$ cat config.mk
export PLATFORM = sky130hd
export DESIGN_NAME = dbi_top
export DESIGN_NICKNAME = d
export VERILOG_FILES = /design/src/rtl/dbi_pkg.sv /design/src/rtl/dbi_opcode_lut.sv /design/src/rtl/dbi_snoop.sv /design/src/rtl/dbi_emitter.sv /design/src/rtl/dbi_top.sv
export SDC_FILE = /design/constraint.sdc
export NUM_CORES = 1
export LEC_CHECK = 0
export BUFFER_PORTS_ARGS = -buffer_cell sky130_fd_sc_hd__buf_2
export CORE_MARGIN = 2
export CORE_UTILIZATION = 55
export CTS_BUF_LIST = sky130_fd_sc_hd__clkbuf_4
export DETAILED_ROUTE_END_ITERATION = 12
export PLACE_DENSITY = 0.88
export SYNTH_ARGS = -nofsm -noshare
export SYNTH_HDL_FRONTEND = slang
export SYNTH_HIERARCHICAL = 1
export SYNTH_SLANG_ARGS = --single-unit
$ cat constraint.sdc
create_clock -name clk -period 6.6 [get_ports clk]
set_clock_uncertainty 0.2 [all_clocks]
set_input_delay 0.33 -clock clk [delete_from_list [all_inputs] [get_ports clk]]
set_output_delay 0.33 -clock clk [all_outputs]
set_load 0.005 [all_outputs]
$ cat src/rtl/dbi_pkg.sv
package dbi_pkg;
    typedef enum logic [1:0] {
        EMIT_IDLE = 2'd0,
        EMIT_DATA = 2'd1,
        EMIT_FILL = 2'd2
    } emit_mode_e;
endpackage

$ cat src/rtl/dbi_opcode_lut.sv
module dbi_opcode_lut #(
    parameter int UNIT_W = 3
) (
    input  logic [7:0]        opcode,
    output logic [UNIT_W-1:0] units
);
    always_comb begin
        case (opcode)
            8'h0B, 8'h3B, 8'h6B, 8'h3C, 8'h6C: units = UNIT_W'(1);
            8'hBB, 8'h0C, 8'hBC:               units = UNIT_W'(2);
            8'hEB, 8'hEC:                      units = UNIT_W'(4);
            default:                           units = '0;
        endcase
    end
endmodule

$ cat src/rtl/dbi_snoop.sv
module dbi_snoop #(
    parameter int SZ_W           = 3,
    parameter int IDX_W          = 4,
    parameter int CNT_W          = 6,
    parameter int UNIT_W         = 3,
    parameter int DUMMY_PER_UNIT = 8,
    parameter int ADDR_SHORT     = 3
) (
    input  logic              clk,
    input  logic              rst_n,
    input  logic              cs_active,
    input  logic              addr4,
    input  logic              accept,
    input  logic [SZ_W-1:0]   wr_size,
    input  logic [UNIT_W-1:0] units,
    output logic              fwd,
    output logic              fill,
    output logic [CNT_W-1:0]  fill_cnt
);
    localparam logic [CNT_W-1:0] PER_UNIT  = CNT_W'(DUMMY_PER_UNIT);
    localparam logic [IDX_W-1:0] PHASE_S   = IDX_W'(ADDR_SHORT + 1);
    localparam logic [IDX_W-1:0] PHASE_L   = IDX_W'(ADDR_SHORT + 2);

    typedef struct packed {
        logic             on;
        logic             cs;
        logic [IDX_W-1:0] idx;
        logic [CNT_W-1:0] pend;
    } snoop_t;

    snoop_t st_d, st_q;
    logic [IDX_W-1:0] phase_at;

    always_comb begin
        st_d     = st_q;
        st_d.cs  = cs_active;
        fwd      = 1'b0;
        fill     = 1'b0;
        phase_at = addr4 ? PHASE_L : PHASE_S;
        if (accept) begin
            if (!st_q.on) begin
                fwd = 1'b1;
            end else if (st_q.idx == '0) begin
                fwd = 1'b1;
                if (units == '0) begin
                    st_d.on = 1'b0;
                end else begin
                    st_d.pend = CNT_W'(units) * PER_UNIT;
                    st_d.idx  = st_q.idx + IDX_W'(wr_size);
                end
            end else if (st_q.idx >= phase_at) begin
                fill    = 1'b1;
                st_d.on = 1'b0;
            end else begin
                fwd      = 1'b1;
                st_d.idx = st_q.idx + IDX_W'(wr_size);
            end
        end
        if (cs_active && !st_q.cs) begin
            st_d.on  = 1'b1;
            st_d.idx = '0;
        end else if (!cs_active) begin
            st_d.on = 1'b0;
        end
    end

    always_ff @(posedge clk or negedge rst_n) begin
        if (!rst_n) begin
            st_q <= '0;
        end else begin
            st_q <= st_d;
        end
    end

    assign fill_cnt = st_q.pend;

    AST_CS_LOW_OFF: assert property (@(posedge clk) disable iff (!rst_n)
        !cs_active |=> !st_q.on);
    AST_CS_RISE_ARM: assert property (@(posedge clk) disable iff (!rst_n)
        (cs_active && !st_q.cs) |=> (st_q.on && st_q.idx == '0));
    AST_FILL_NONZERO: assert property (@(posedge clk) disable iff (!rst_n)
        fill |-> fill_cnt != '0);
endmodule

$ cat src/rtl/dbi_emitter.sv
module dbi_emitter
    import dbi_pkg::*;
#(
    parameter int BUS_W = 32,
    parameter int SZ_W  = 3,
    parameter int CNT_W = 6
) (
    input  logic             clk,
    input  logic             rst_n,
    input  logic             load_data,
    input  logic             load_fill,
    input  logic [BUS_W-1:0] data,
    input  logic [SZ_W-1:0]  size,
    input  logic [CNT_W-1:0] fill_cnt,
    input  logic [7:0]       fill_byte,
    output logic             busy,
    output logic             spi_valid,
    output logic [7:0]       spi_byte
);
    typedef struct packed {
        emit_mode_e       mode;
        logic [BUS_W-1:0] sh;
        logic [CNT_W-1:0] cnt;
        logic [7:0]       fill;
    } emit_t;

    emit_t st_d, st_q;

    always_comb begin
        st_d = st_q;
        if (load_data) begin
            st_d.sh   = data;
            st_d.cnt  = CNT_W'(size);
            st_d.mode = (size == '0) ? EMIT_IDLE : EMIT_DATA;
        end else if (load_fill) begin
            st_d.cnt  = fill_cnt;
            st_d.fill = fill_byte;
            st_d.mode = EMIT_FILL;
        end else if (st_q.mode != EMIT_IDLE) begin
            st_d.sh  = st_q.sh >> 8;
            st_d.cnt = st_q.cnt - 1'b1;
            if (st_q.cnt == CNT_W'(1)) begin
                st_d.mode = EMIT_IDLE;
            end
        end
    end

    always_ff @(posedge clk or negedge rst_n) begin
        if (!rst_n) begin
            st_q <= '0;
        end else begin
            st_q <= st_d;
        end
    end

    assign busy      = (st_q.mode != EMIT_IDLE);
    assign spi_valid = busy;
    assign spi_byte  = (st_q.mode == EMIT_FILL) ? st_q.fill : st_q.sh[7:0];

    AST_LOAD_WHEN_IDLE: assert property (@(posedge clk) disable iff (!rst_n)
        (load_data || load_fill) |-> !busy);
    AST_SINGLE_LOAD: assert property (@(posedge clk) disable iff (!rst_n)
        !(load_data && load_fill));
    AST_COUNT_DOWN: assert property (@(posedge clk) disable iff (!rst_n)
        busy |=> st_q.cnt == $past(st_q.cnt) - 1'b1);
    AST_FILL_VALUE: assert property (@(posedge clk) disable iff (!rst_n)
        load_fill |=> (spi_valid && spi_byte == $past(fill_byte)));
endmodule

$ cat src/rtl/dbi_top.sv
module dbi_top #(
    parameter int BUS_BYTES      = 4,
    parameter int DUMMY_PER_UNIT = 8,
    parameter int MAX_UNITS      = 4,
    parameter int ADDR_SHORT     = 3
) (
    input  logic                   clk,
    input  logic                   rst_n,
    input  logic                   cs_active,
    input  logic                   addr4,
    input  logic [7:0]             dummy_val,
    input  logic                   wr_valid,
    input  logic [BUS_BYTES*8-1:0] wr_data,
    input  logic [$clog2(BUS_BYTES+1)-1:0] wr_size,
    output logic                   wr_ready,
    output logic                   spi_valid,
    output logic [7:0]             spi_byte
);
    localparam int BUS_W  = BUS_BYTES * 8;
    localparam int SZ_W   = $clog2(BUS_BYTES + 1);
    localparam int UNIT_W = $clog2(MAX_UNITS + 1);
    localparam int CNT_W  = $clog2(MAX_UNITS * DUMMY_PER_UNIT + 1);
    localparam int IDX_W  = $clog2(ADDR_SHORT + 2 + 2 * BUS_BYTES);

    logic              busy;
    logic              accept;
    logic              fwd;
    logic              fill;
    logic [CNT_W-1:0]  fill_cnt;
    logic [UNIT_W-1:0] units;

    assign wr_ready = !busy;
    assign accept   = wr_valid && wr_ready;

    dbi_opcode_lut #(.UNIT_W(UNIT_W)) u_lut (
        .opcode (wr_data[7:0]),
        .units  (units)
    );

    dbi_snoop #(
        .SZ_W           (SZ_W),
        .IDX_W          (IDX_W),
        .CNT_W          (CNT_W),
        .UNIT_W         (UNIT_W),
        .DUMMY_PER_UNIT (DUMMY_PER_UNIT),
        .ADDR_SHORT     (ADDR_SHORT)
    ) u_snoop (
        .clk       (clk),
        .rst_n     (rst_n),
        .cs_active (cs_active),
        .addr4     (addr4),
        .accept    (accept),
        .wr_size   (wr_size),
        .units     (units),
        .fwd       (fwd),
        .fill      (fill),
        .fill_cnt  (fill_cnt)
    );

    dbi_emitter #(
        .BUS_W (BUS_W),
        .SZ_W  (SZ_W),
        .CNT_W (CNT_W)
    ) u_emit (
        .clk       (clk),
        .rst_n     (rst_n),
        .load_data (fwd),
        .load_fill (fill),
        .data      (wr_data),
        .size      (wr_size),
        .fill_cnt  (fill_cnt),
        .fill_byte (dummy_val),
        .busy      (busy),
        .spi_valid (spi_valid),
        .spi_byte  (spi_byte)
    );

    AST_NO_OUTPUT_IDLE: assert property (@(posedge clk) disable iff (!rst_n)
        wr_ready |-> !spi_valid);
    AST_ACCEPT_ACTS: assert property (@(posedge clk) disable iff (!rst_n)
        (accept && wr_size != '0) |=> spi_valid);
endmodule

==> impl_metrics.py <==
metrics = {
    "hold_path": {
        "hold_class": "in2reg",
        "whs_endpoint": "u_emit/st_q[10]$_DFFE_PN0P_",
        "hold_start": "wr_size[2]",
        "hold_depth": 3,
    },
    "critical_path": {
        "criticalPathCategory": "reg2reg",
        "cp_data_arrival_time_ps": 3300,
        "reg2reg_slack_ps": 3390,
        "end_kind": "register",
        "reg2reg_depth": 7,
        "cp_max_fo": 9,
        "r2r-end": "u_emit/st_q[1]$_DFFE_PN0P_",
        "cp-start-kind": "register",
        "worstReg2RegStart": "u_emit/st_q[47]$_DFFE_PN0P_",
        "required_ps": 6690,
    },
    "placement": {
        "port_buffers": 57,
        "gp_congestion": 0.857,
        "place_hpwl_um": 4350,
        "placed_area_um2": 3270,
    },
    "logic_synthesis": {
        "yosysUniqueCellTypes": 45,
        "synth-main-ff-cell": "dfrtp_1",
        "synthesis.area_um2": 2980,
        "yosys_warnings": 6,
        "synth-seq-cells": 57,
        "avgSynthCellArea_um2": 10.0,
        "ys_async_sr_fraction": 1.00,
        "synth_edf_count": 0,
        "yosysSeqAreaShare": 0.479,
        "syn-instance-count": 297,
    },
    "route": {
        "drt-vias-per-instance": 5.58,
        "drt_pass1_iterations": 5,
        "vias": 2543,
        "avgRoutedWirePerCell_um": 15.6,
        "ant_nets": 0,
        "drt_iter0_drc": 391,
        "drc_errors": 0,
        "routed_wl_um": 7090,
    },
    "power": {
        "power_density_nw_per_um2": 322,
        "p_clk_frac": 0.165,
        "seqPwrFrac": 0.457,
        "p_int_uw": 752,
        "vdd_drop_max_uv": 159,
        "p_switching_uw": 451,
        "p_comb_frac": 0.378,
        "netSwitchingFraction": 0.375,
        "power_leakage_nw": 1.80,
    },
    "floorplanning": {
        "io_pins": 58,
        "dieArea_um2": 6020,
        "row_count": 26,
        "dieHeight_um": 77.6,
        "core_area_um2": 5170,
        "die_x_um": 77.6,
        "start_util": 0.576,
    },
    "status": {
        "status": "finished, final reports clean",
    },
    "cts": {
        "path_clk_slew_ps": 80,
        "cts_tree": "yes",
        "ctsHoldBuffers": 37,
        "root_buffer": "clkbuf_4",
        "cts_num_sinks": 57,
        "post-cts-setup-buffers": 0,
        "cts.path.max_buffers": 2,
        "htreeDepth": 3,
        "numCtsBuffers": 9,
        "cts_resized": 0,
        "clk_latency_ps": 410,
    },
    "grt": {
        "grt_usage": 0.253,
        "grt_overflow_total": 0,
        "antenna_found_initial": 0,
        "grt_max_degree": 78,
        "grt_pass1_vias": 2624,
        "grt_pass1_wl_um": 11800,
    },
    "cells_and_area": {
        "area_growth_syn_to_layout_pct": 25.4,
        "layout_common_cells": "buf_2, dfrtp_1, nand2_1",
        "multi_input_area_um2": 1430,
        "utilization": 0.722,
        "seq_area_um2": 1430,
        "diodes": 0,
        "final_nets": 439,
        "final_layout_size_suffix_gt1_frac": 0.251,
        "fillers": 348,
        "postLayoutCellArea_um2": 3730,
    },
    "sta": {
        "max_freq_mhz": 311,
        "fin_crit_sh": 0.487,
        "period_minus_slack_ps": 3210,
        "finalHoldViolations": 0,
        "grt_setup_unrepaired": "false",
        "worst_pin_slew_ps": 1080,
        "setup_viol": 0,
        "drv_slew": 0,
        "final.setup.tns_ps": 0,
        "slew_headroom": 0.280,
    },
    "run": {
        "drv_cap": 0,
    },
}
[how the worst max path moves through the flow]
stage	to	slack [ps]	cells past startpoint	start
2_1_floorplan	u_emit/st_q[18]$_DFFE_PN0P_	4170	10	u_snoop/st_q[6]$_DFFE_PN0P_
3_3_place_gp	u_emit/st_q[7]$_DFFE_PN0P_	3670	7	u_emit/st_q[47]$_DFFE_PN0P_
3_5_place_dp	u_emit/st_q[7]$_DFFE_PN0P_	3430	7	u_emit/st_q[47]$_DFFE_PN0P_
4_1_cts	u_emit/st_q[1]$_DFFE_PN0P_	3400	7	u_emit/st_q[47]$_DFFE_PN0P_
5_1_grt	u_emit/st_q[1]$_DFFE_PN0P_	3050	7	u_emit/st_q[46]$_DFFE_PN0P_
6_report	u_emit/st_q[1]$_DFFE_PN0P_	3390	7	u_emit/st_q[47]$_DFFE_PN0P_
[routing by layer]
metal  GRT usage  vias to the layer above  share of wire
met3      0.0581                       25          0.059
met5           0                        -              0
li1            -                     1213              -
met2       0.416                      112           0.49
met4       0.161                        0          0.040
met1       0.298                     1193           0.41
[state kept, by name (all words and copies together) (netlist names)]
name	flops
u_snoop/fill_cnt	3
u_emit/st_q	48
u_snoop/st_q	6
[critical path, stage by stage, from the launching register on]
cell and delay (ps):
dfrtp_1 470, nor2_1 320, inv_1 170, nor2b_1 200
nand2_1 120, nor2_1 460, nor2b_1 740, mux2_2 410
[power groups by stage]
| stage | clock network (mW) | logic (mW) | registers (mW) |
|---|---|---|---|
| 3_3_place_gp | 0 | 0.407 | 0.540 |
| 3_5_place_dp | 0 | 0.424 | 0.549 |
| 5_1_grt | 0.214 | 0.511 | 0.562 |
| 2_1_floorplan | 0 | 0.326 | 0.518 |
| 4_1_cts | 0.197 | 0.443 | 0.542 |
| 6_report | 0.199 | 0.455 | 0.550 |
[cell type report]
class                   count  area share
flip-flops and latches     57       0.382
multi-input cells         211       0.382
repair buffers             96       0.180
well taps                  70      0.0235
clock buffers              11      0.0221
inverters                   9     0.00905
clock inverters             2     0.00235
[metrics by stage]
stage          hold slack (ps)  setup slack (ps)  power (mW)  cells
2_1_floorplan             -166              4170       0.844    299
3_3_place_gp               273              3670       0.947    406
3_5_place_dp               279              3430       0.973    406
4_1_cts                  0.262              3400        1.18    456
5_1_grt                   12.4              3050        1.29    456
6_report                  7.85              3390        1.20    456
[kinds of logic (layout without fill, tap and decap cells)]
kind of cell             Yosys count  after routing  synth area share
other                              1              3           0.00126
AND/OR/NAND/NOR                   86             86             0.140
AO/OA/AOI/OAI                     67             67             0.130
adder cells (fa/ha/maj)            7              7            0.0319
multiplexers                      46             46             0.163
XOR/XNOR                           2              2           0.00588
flip-flops                        57             57             0.479
buffers and inverters             31            118            0.0496
[synthesized netlist by cell type, types with 4 or more instances]
cell      number  area share
nand2_1       49       0.062
nor2b_1        7       0.015
dfrtp_1       57        0.48
mux2i_1       27       0.091
clkbuf_1      10       0.013
a21oi_1        7       0.012
buf_2          4      0.0067
nor3_1         4      0.0067
o21ai_0       40       0.067
nor2_1         8       0.010
inv_1          9       0.011
mux2_2        19       0.072
ha_1           6       0.025
buf_4          7       0.018
Power figures use the tool's default switching activity.
